## src/rtl/mrs_pkg.sv

```systemverilog
package mrs_pkg;
  typedef enum logic [1:0] {
    ST_IDLE = 2'd0,
    ST_RD1  = 2'd1,
    ST_RD2  = 2'd2,
    ST_WR1  = 2'd3
  } seq_state_e;

  localparam int unsigned DENS_W = 2;
  localparam int unsigned PAGE_BIT = 2;
endpackage

```

## src/rtl/bus_cycle_tracker.sv

```systemverilog
module bus_cycle_tracker #(
  parameter int unsigned ADDR_W = 22,
  parameter int unsigned DATA_W = 16
) (
  input  logic              clk,
  input  logic              rst_n,
  input  logic              cs_n,
  input  logic              oe_n,
  input  logic              we_n,
  input  logic [ADDR_W-1:0] addr,
  input  logic [DATA_W-1:0] wdata,
  output logic              ev_valid,
  output logic              ev_write,
  output logic              ev_oe_fell,
  output logic [ADDR_W-1:0] ev_addr,
  output logic [DATA_W-1:0] ev_data
);
  logic              cs_q, oe_q;
  logic              we_seen, oe_fell;
  logic [ADDR_W-1:0] cap_addr;
  logic [DATA_W-1:0] cap_data;
  logic              oe_edge;

  assign oe_edge = oe_q & ~oe_n;

  always_ff @(posedge clk or negedge rst_n) begin
    if (!rst_n) begin
      cs_q     <= 1'b1;
      oe_q     <= 1'b1;
      we_seen  <= 1'b0;
      oe_fell  <= 1'b0;
      cap_addr <= '0;
      cap_data <= '0;
    end else begin
      cs_q <= cs_n;
      oe_q <= oe_n;
      if (!cs_n) begin
        if (cs_q) begin
          we_seen <= ~we_n;
          oe_fell <= oe_edge;
        end else begin
          we_seen <= we_seen | ~we_n;
          oe_fell <= oe_fell | oe_edge;
        end
        cap_addr <= addr;
        if (!we_n) cap_data <= wdata;
      end
    end
  end

  assign ev_valid   = ~cs_q & cs_n;
  assign ev_write   = we_seen;
  assign ev_oe_fell = oe_fell;
  assign ev_addr    = cap_addr;
  assign ev_data    = cap_data;
endmodule

```

## src/rtl/cmd_matcher.sv

```systemverilog
module cmd_matcher #(
  parameter int unsigned ADDR_W = 22,
  parameter int unsigned DATA_W = 16
) (
  input  logic [ADDR_W-1:0]          ev_addr,
  input  logic [DATA_W-1:0]          ev_data,
  output logic                       is_top,
  output logic                       first_ok,
  output logic                       final_ok,
  output logic [mrs_pkg::DENS_W-1:0] dens_code,
  output logic                       page_flag
);
  localparam int unsigned HI_LSB = mrs_pkg::PAGE_BIT + 1;

  assign is_top    = &ev_addr;
  assign first_ok  = (ev_data == '0);
  assign dens_code = ev_data[mrs_pkg::DENS_W-1:0];
  assign page_flag = ev_data[mrs_pkg::PAGE_BIT];

  generate
    if (DATA_W > HI_LSB) begin : g_hi
      assign final_ok = page_flag && (ev_data[DATA_W-1:HI_LSB] == '0);
    end else begin : g_nohi
      assign final_ok = page_flag;
    end
  endgenerate
endmodule

```

## src/rtl/unlock_fsm.sv

```systemverilog
module unlock_fsm (
  input  logic clk,
  input  logic rst_n,
  input  logic ev_valid,
  input  logic ev_write,
  input  logic ev_oe_fell,
  input  logic is_top,
  input  logic first_ok,
  input  logic final_ok,
  output logic load,
  output logic done_q,
  output logic fail_q
);
  import mrs_pkg::*;

  seq_state_e state, nxt;
  logic       armed, nxt_armed;
  logic       fail;

  always_comb begin
    nxt       = state;
    nxt_armed = armed;
    load      = 1'b0;
    fail      = 1'b0;
    if (ev_valid) begin
      if (!is_top) begin
        nxt       = ST_IDLE;
        nxt_armed = 1'b1;
        fail      = (state != ST_IDLE);
      end else if (!ev_write) begin
        if (state == ST_IDLE && armed && ev_oe_fell) begin
          nxt = ST_RD1;
        end else if (state == ST_RD1 && ev_oe_fell) begin
          nxt = ST_RD2;
        end else begin
          nxt       = ST_IDLE;
          nxt_armed = 1'b0;
          fail      = (state != ST_IDLE);
        end
      end else begin
        if (state == ST_RD2 && first_ok) begin
          nxt = ST_WR1;
        end else if (state == ST_WR1 && final_ok) begin
          nxt  = ST_IDLE;
          load = 1'b1;
        end else begin
          nxt  = ST_IDLE;
          fail = (state != ST_IDLE);
        end
      end
    end
  end

  always_ff @(posedge clk or negedge rst_n) begin
    if (!rst_n) begin
      state  <= ST_IDLE;
      armed  <= 1'b1;
      done_q <= 1'b0;
      fail_q <= 1'b0;
    end else begin
      state  <= nxt;
      armed  <= nxt_armed;
      done_q <= load;
      fail_q <= fail;
    end
  end
endmodule

```

## src/rtl/mode_reg_store.sv

```systemverilog
module mode_reg_store (
  input  logic                       clk,
  input  logic                       rst_n,
  input  logic                       load,
  input  logic [mrs_pkg::DENS_W-1:0] dens_in,
  input  logic                       page_in,
  output logic [mrs_pkg::DENS_W-1:0] dens_q,
  output logic                       page_q,
  output logic                       valid_q
);
  always_ff @(posedge clk or negedge rst_n) begin
    if (!rst_n) begin
      dens_q  <= '0;
      page_q  <= 1'b0;
      valid_q <= 1'b0;
    end else if (load) begin
      dens_q  <= dens_in;
      page_q  <= page_in;
      valid_q <= 1'b1;
    end
  end
endmodule

```

## src/rtl/sram_mode_unlock.sv

```systemverilog
module sram_mode_unlock #(
  parameter int unsigned ADDR_W = 22,
  parameter int unsigned DATA_W = 16
) (
  input  logic              clk,
  input  logic              rst_n,
  input  logic              cs_n,
  input  logic              oe_n,
  input  logic              we_n,
  input  logic [ADDR_W-1:0] addr,
  input  logic [DATA_W-1:0] wdata,
  output logic [1:0]        mode_density,
  output logic              mode_page8,
  output logic              mode_valid,
  output logic              seq_done,
  output logic              seq_fail
);
  logic              ev_valid, ev_write, ev_oe_fell;
  logic [ADDR_W-1:0] ev_addr;
  logic [DATA_W-1:0] ev_data;
  logic              is_top, first_ok, final_ok, page_flag, load;
  logic [1:0]        dens_code;

  bus_cycle_tracker #(.ADDR_W(ADDR_W), .DATA_W(DATA_W)) u_trk (
    .clk(clk), .rst_n(rst_n), .cs_n(cs_n), .oe_n(oe_n), .we_n(we_n),
    .addr(addr), .wdata(wdata), .ev_valid(ev_valid), .ev_write(ev_write),
    .ev_oe_fell(ev_oe_fell), .ev_addr(ev_addr), .ev_data(ev_data)
  );

  cmd_matcher #(.ADDR_W(ADDR_W), .DATA_W(DATA_W)) u_match (
    .ev_addr(ev_addr), .ev_data(ev_data), .is_top(is_top),
    .first_ok(first_ok), .final_ok(final_ok), .dens_code(dens_code),
    .page_flag(page_flag)
  );

  unlock_fsm u_fsm (
    .clk(clk), .rst_n(rst_n), .ev_valid(ev_valid), .ev_write(ev_write),
    .ev_oe_fell(ev_oe_fell), .is_top(is_top), .first_ok(first_ok),
    .final_ok(final_ok), .load(load), .done_q(seq_done), .fail_q(seq_fail)
  );

  mode_reg_store u_reg (
    .clk(clk), .rst_n(rst_n), .load(load), .dens_in(dens_code),
    .page_in(page_flag), .dens_q(mode_density), .page_q(mode_page8),
    .valid_q(mode_valid)
  );
endmodule

```

## config.mk

```make
export PLATFORM = sky130hd
export DESIGN_NAME = sram_mode_unlock
export DESIGN_NICKNAME = d
export VERILOG_FILES = /design/src/rtl/mrs_pkg.sv /design/src/rtl/bus_cycle_tracker.sv /design/src/rtl/cmd_matcher.sv /design/src/rtl/unlock_fsm.sv /design/src/rtl/mode_reg_store.sv /design/src/rtl/sram_mode_unlock.sv
export SDC_FILE = /design/constraint.sdc
export NUM_CORES = 1
export LEC_CHECK = 0
export ABC_AREA = 1
export ABC_CLOCK_PERIOD_IN_PS = 1950
export BUFFER_PORTS_ARGS = -buffer_cell sky130_fd_sc_hd__buf_2
export CAP_MARGIN = 20
export CELL_PAD_IN_SITES_DETAIL_PLACEMENT = 0
export CELL_PAD_IN_SITES_GLOBAL_PLACEMENT = 1
export CORE_ASPECT_RATIO = 1.1
export CORE_MARGIN = 5
export CORE_UTILIZATION = 42
export CTS_CLUSTER_DIAMETER = 150
export DETAILED_ROUTE_END_ITERATION = 8
export PLACE_DENSITY = 0.94
export RECOVER_POWER = 100
export SYNTH_ARGS = -nofsm -noshare
export SYNTH_HDL_FRONTEND = slang
export SYNTH_SLANG_ARGS = --single-unit
```

## constraint.sdc

```tcl
create_clock -name clk -period 1.95 [get_ports clk]
set_input_delay 0.39 -clock clk [delete_from_list [all_inputs] [get_ports clk]]
set_output_delay 0.39 -clock clk [all_outputs]
set_load 0.1 [all_outputs]
```

==> reports/metrics.csv, run 1 <==
metric;value;unit
area share of the largest cell type after synthesis;54.89;%
Util after Layout;51.01;%
initial drt markers;89;
Worst EP required;1560;ps
Seq/Total Area, Yosys;58.49;%
post-DR vias/cell;4.654;
R2R setup slack;620;ps
Hold Crit Depth;1;
CTS root buffer;clkbuf_8;
Int Power;0.001531;W
Flop pwr share;58.7;%
fillcell total;522;
Setup crit start kind;register;
site row count;27;
Distinct cells, synth;19;
status;completed;
cts bufs inserted;5;
hold path start;oe_n;
Core ar.;0.005034;mm^2
vias in the first global route;1727;
worst skew pair latency;300;ps
TritonRoute pass-1 iters;5;
max incr delay on CP;460;ps
H-tree depth;2;
Max Clock Freq;665.7;MHz
layout cells sized above 1;21.18;%
CTS max path bufs;2;
final number of setup-violating endpoints;0;
CP Max Fanout;2;
critical-path cell list;clkbuf_2;
dpl hpwl;3051;um
FF-to-FF End;u_reg.dens_q[1];
IO Port Bufs;48;
GRT overflow;0;
GRT Resource Usage Total;13.49;%
commonest non-fill, non-tap cell in the layout;nand2_1;
Mapped Cells;268;
clk_skew;9.120;ps
syn_area_per_cell;8.165;um^2
sequential cell area;0.001280;mm^2
synth warn;0;
part of the power in the clock network;30.5;%
Worst Max-Slew Pin Slew;1218;ps
Fin. Hold Viols;0;
WP data arrival;1110;ps
max cap viols;0;
Crit path max-delay family;buffers and inverters;
Synth area leaders;dfrtp_1, nand2_1, dfstp_2, inv_1, o21ai_0;
Worst-path clk slew;90;ps
final wirelength;4131;um
ANT cells;0;
Placer Congestion;0.7643;
wire per inst;10.90;um
max-slew violations;0;
DIE HEIGHT;85.71;um
starting density of the core;43.48;%
Chip Width;78.83;um
# DRC;0;
setup TNS;0;ps
CP endpoint kind;output pin;
Hold/Removal Path Class;in -> reg;
dominant cell type by area after synthesis;dfrtp_1;
most frequent cells in the layout;nand2_1, dfrtp_1, buf_2;
crit path kind;reg -> out;
# clock sinks;51;
worst r2r src;u_trk.ev_data[9];
post-CTS resize count;0;
Routed Antenna Nets;0;
Die ar.;0.006756;mm^2
synthesis-to-finish area growth;17.32;%
Post-Syn Area;0.002188;mm^2
Vias;1764;
I/O pins;49;
Syn Nets;311;
fin nets;363;
Tcrit/Tclk final;77.03;%
hold buffers post-CTS;0;
setup bufs post-CTS;0;
maximum number of pins on one net before global-route repair;52;
Crit-path slowest cell;clkbuf_2;
PD cells;796.9;mW/mm^2
sw power;0.0005152;W
area of the multi-input gates;763.2;um^2
reg2reg path depth;8;
Slew HR;18.77;%
clock period minus worst slack;1502;ps
RSZ-0062 raised after global routing;false;
crit path buf inv count;1;
global-route wire length before repair;7224;um
Lkg Pwr;1.406;nW
Max IR drop VDD;442.0;uV
initial antenna violation count;0;
CTS tree;yes;
Combinational Power Share;10.8;%
Synth Register Bits;51;
Switching Share;25.18;%
WHS Endpoint;u_trk.oe_q;
-- cell families after synthesis --
group                  count (synthesis)  synth area share [%]
buffers and inverters                 33                 6.061
DFF                                   51                 58.49
AOI/OAI and AO/OA                     17                 3.887
and+or+nand+nor                      167                 31.56
-- state kept, by name (all words and copies together), names as in the netlist --
name,cells
u_fsm.armed,1
u_trk.ev_data,16
u_fsm.state,2
u_trk.ev_oe_fell,1
u_fsm.done_q,1
u_reg.page_q,1
u_fsm.fail_q,1
u_reg.valid_q,1
u_trk.ev_write,1
u_trk.cs_q,1
u_trk.ev_addr,22
u_reg.dens_q,2
u_trk.oe_q,1
-- cells in the mapped netlist --
master      n
o21ai_0    15
dfstp_2     3
buf_4       1
nand3_2     1
nor2_4      2
nand3_1    12
nand4_1     2
clkinv_1    1
nor3_4      1
nand2_1   128
buf_2       4
dfrtp_1    48
nor2_1     17
clkbuf_1    2
a21oi_1     1
nor2_2      4
inv_1      21
o21ai_1     1
inv_2       4
-- layout make-up --
type / instances / share of cell area (%)
flip-flops and latches: 51 / 49.85
multi-input cells: 184 / 29.73
repair buffers: 52 / 10.09
inverters: 26 / 3.801
clock buffers: 7 / 3.363
well taps: 58 / 2.827
clock inverters: 1 / 0.3411
-- how the worst max path moves through the flow --
stage                               start               to  depth (start not counted)
after CTS                 u_reg.dens_q[1]  mode_density[1]                          1
after floorplan           u_reg.dens_q[0]  mode_density[0]                          0
final                     u_reg.dens_q[1]  mode_density[1]                          1
after global routing                 cs_n  u_reg.dens_q[0]                          6
after global placement               cs_n   u_fsm.state[0]                          7
after detailed placement             cs_n   u_fsm.state[0]                          7
-- through the flow --
step	area [um^2]	power (W)	std cells	worst slack [ps]	hold WS, ps
CTS	2604	0.002093	379	457.9	69.31
global placement	2509	0.001447	371	648.1	399.1
finish	2567	0.002046	379	447.8	170.7
detailed placement	2509	0.001457	371	627.3	398.5
global route	2567	0.002169	379	247.0	163.7
floorplan	2188	0.001348	268	662.3	94.41
-- power groups by stage --
stage / logic, W / clock network, W / registers, W
6_report: 0.000221 / 0.000625 / 0.00120
5_1_grt: 0.000264 / 0.000693 / 0.00121
4_1_cts: 0.000236 / 0.000655 / 0.00120
3_5_place_dp: 0.000235 / 0 / 0.00122
3_3_place_gp: 0.000228 / 0 / 0.00122
2_1_floorplan: 0.000139 / 0 / 0.00121
-- routing by layer --
| layer | share of wire (%) | vias to the layer above | GRT usage (%) |
|---|---|---|---|
| met5 | 0 | - | 0 |
| met3 | 6.0 | 7 | 4.307 |
| li1 | - | 913 | - |
| met1 | 44 | 805 | 15.81 |
| met2 | 49 | 39 | 23.40 |
| met4 | 1.5 | 0 | 4.531 |
No activity file was read; power rests on OpenSTA's default activity.
==> inputs of run 2 (changes only) <==
Settings changed: ABC_AREA 1 to 0, ABC_CLOCK_PERIOD_IN_PS 1950 to 1400, CORE_UTILIZATION 42 to 43, PLACE_DENSITY 0.94 to 0.88.
Clock period 1.95 ns to 1.4 ns, I/O delays scaled along.
==> run 2 against run 1 <==
  * The run now ends with negative setup slack left
  * Highest routed layer unchanged
  * Critical path depth grew 3
  * Power grew 41%
  * Sequential share of layout area shrank 2.2 points
  * Clock skew grew 0.69 ps
  * Worst setup slack lost 550 ps
  * Synthesized cell count shrank 47%
  * Combinational power grew 67%
==> reports/metrics.csv, run 2 <==
metric;value;unit
worst slack at placement;-92.85;ps
Synth async-reset ratio;100.0;%
most frequent cells in the layout;dfrtp_1, buf_2, mux2_2;
Util after Layout;56.92;%
wire per inst;14.46;um
clk_skew;9.806;ps
H-tree depth;2;
starting density of the core;44.80;%
WP data arrival;1680;ps
Worst-path clk slew;90;ps
max incr delay on CP;400;ps
initial antenna violation count;0;
DIE HEIGHT;83.53;um
IO Port Bufs;48;
Placer Congestion;0.7520;
Worst EP required;1580;ps
crit path kind;reg -> reg;
CTS root buffer;clkbuf_8;
worst r2r src;u_trk.ev_data[3];
FF-to-FF End;u_reg.dens_q[0];
Post-synth EDFFs;0;
CTS max path bufs;2;
Fin. Hold Viols;0;
top_reg_cell synth;dfrtp_1;
Setup crit start kind;register;
Setup crit start;u_trk.ev_data[3];
R2R setup slack;-100;ps
Core ar.;0.004717;mm^2
Max Clock Freq;667.5;MHz
Worst Max-Slew Pin Slew;667.8;ps
Synth area leaders;dfrtp_1, mux2_2, mux2_1, dfstp_2, nand4_1;
status;finished with violations;
final wirelength;3934;um
Synth Register Bits;51;
layout cells sized above 1;54.17;%
GRT Max-Usage Layer;met2;
area share of the largest cell type after synthesis;56.84;%
commonest non-fill, non-tap cell in the layout;dfrtp_1;
syn_area_per_cell;14.78;um^2
Hold/Removal Path Class;in -> reg;
Post-Syn Area;0.002113;mm^2
fin nets;258;
Hold Crit Depth;1;
Tcrit/Tclk final;107.0;%
final instance area;0.002685;mm^2
Mapped Cells;143;
Slew HR;55.48;%
CP endpoint kind;register;
maximum number of pins on one net before global-route repair;52;
total power;0.002888;W
Lkg Pwr;1.230;nW
Crit-path slowest cell;dfrtp_1;
Die ar.;0.006418;mm^2
site row count;26;
Chip Width;76.84;um
final number of setup-violating endpoints;6;
critical-path cell list;nor4_2 > and4_4 > nand4_4 > mux2_4;
CTS tree;yes;
initial drt markers;57;
met2 Track Usage GR;20.85;%
Seq/Total Area, Yosys;60.57;%
Syn Nets;186;
worst skew pair latency;300;ps
Synth top cells by count;dfrtp_1, mux2_2, mux2_1;
Distinct cells, synth;33;
ANT cells;0;
global-route wire length before repair;6934;um
crit path to;u_reg.dens_q[0];
reg2reg path depth;4;
TritonRoute pass-1 iters;4;
max FFs per register;22;
max-slew violations;0;
failing checks;negative setup slack;
met1 Use GR;17.39;%
# DRC;0;
post-DR vias/cell;5.125;
synth warn;0;
Routed Antenna Nets;0;
CP Max Fanout;3;
max cap viols;0;
GRT Resource Usage Total;13.24;%
Max IR drop VDD;608.9;uV
Setup WS post-layout;-98.09;ps
PD cells;1076;mW/mm^2
clock period minus worst slack;1498;ps
# clock sinks;51;
top-count cell post-synth;dfrtp_1;
vias in the first global route;1472;
dpl hpwl;2941;um
GR Util met3;4.968;%
dominant cell type by area after synthesis;dfrtp_1;
synthesis-to-finish area growth;27.06;%
cts bufs inserted;5;
Vias;1394;
GRT overflow;0;
dpl cell area;0.002571;mm^2
I/O pins;49;
RSZ-0062 raised after global routing;true;
run 2: cell types whose count changed in the layout (fill, tap and decap cells not counted), moves of 4 or more:
| cell | change |
|---|---|
| buf_2 | +5 |
| buf_4 | +10 |
| clkbuf_2 | -7 |
| clkbuf_4 | +7 |
| inv_1 | -22 |
| mux2_1 | +9 |
| mux2_2 | +29 |
| nand2_1 | -124 |
| nand2b_1 | +5 |
| nand3_1 | -12 |
| nand4_1 | +5 |
| nor2_1 | -15 |
| nor2_2 | -4 |
| o21ai_0 | -15 |
run 2: power breakdown:
part | total, W | switching, W | internal, W
sequential | 0.00172 | 0.0000952 | 0.00162
combinational | 0.000368 | 0.000147 | 0.000221
clock | 0.000803 | 0.000453 | 0.000350
total | 0.00289 | 0.000695 | 0.00219
run 2: layout make-up:
class	count	area, um^2
clock buffers	6	72.57
clock inverters	2	12.51
fillers	391	2032
multi-input cells	88	835.8
flip-flops and latches	51	1280
well taps	56	70.07
repair buffers	69	414.1
run 2: critical path: cells and delay by family, from the launching register on:
| kind | cells | cell delay, ps |
|---|---|---|
| flip-flops | 1 | 400 |
| AND/OR/NAND/NOR | 3 | 670 |
| multiplexers | 1 | 320 |
run 2: how the worst min path moves through the flow:
stage	start	end	slack (ps)
4_1_cts	oe_n	u_trk.oe_q	80
3_3_place_gp	rst_n	u_trk.ev_data[12]	290
5_1_grt	oe_n	u_trk.oe_q	60
2_1_floorplan	rst_n	u_fsm.done_q	-20
3_5_place_dp	rst_n	u_trk.ev_data[12]	290
6_report	oe_n	u_trk.oe_q	80
run 2: per-layer routing:
layer	share of wire [%]	vias up	wire, um
met5	0	-	0
met4	0.86	0	34
met3	7.7	6	302
met2	50	43	1984
met1	41	677	1613
li1	-	668	-
run 2: through the flow:
stage               TNS [ps]  std cells  hold WS (ps)
floorplan             -51.26        143        -15.59
global placement      -172.7        261         288.8
detailed placement    -325.6        261         290.8
CTS                   -243.1        271         77.84
global route          -898.4        272         60.97
finish                -343.3        272         76.96
run 2: repair_timing:
| item | in CTS | in global routing |
|---|---|---|
| buffers inserted | 1 | 1 |
| endpoints found under the hold margin | 48 | 0 |
| resized for setup | 3 | 4 |
| pin swaps | 6 | 3 |
| hold buffers | 1 | 0 |
| endpoints found under the setup margin | 7 | 10 |
run 2: cells by family after synthesis:
family | after synthesis | share of synthesized area (%)
multiplexers | 40 | 21.67
flip-flops | 51 | 60.57
AND/OR/NAND/NOR | 39 | 13.62
AO/OA/AOI/OAI | 9 | 2.960
buffers and inverters | 4 | 1.184
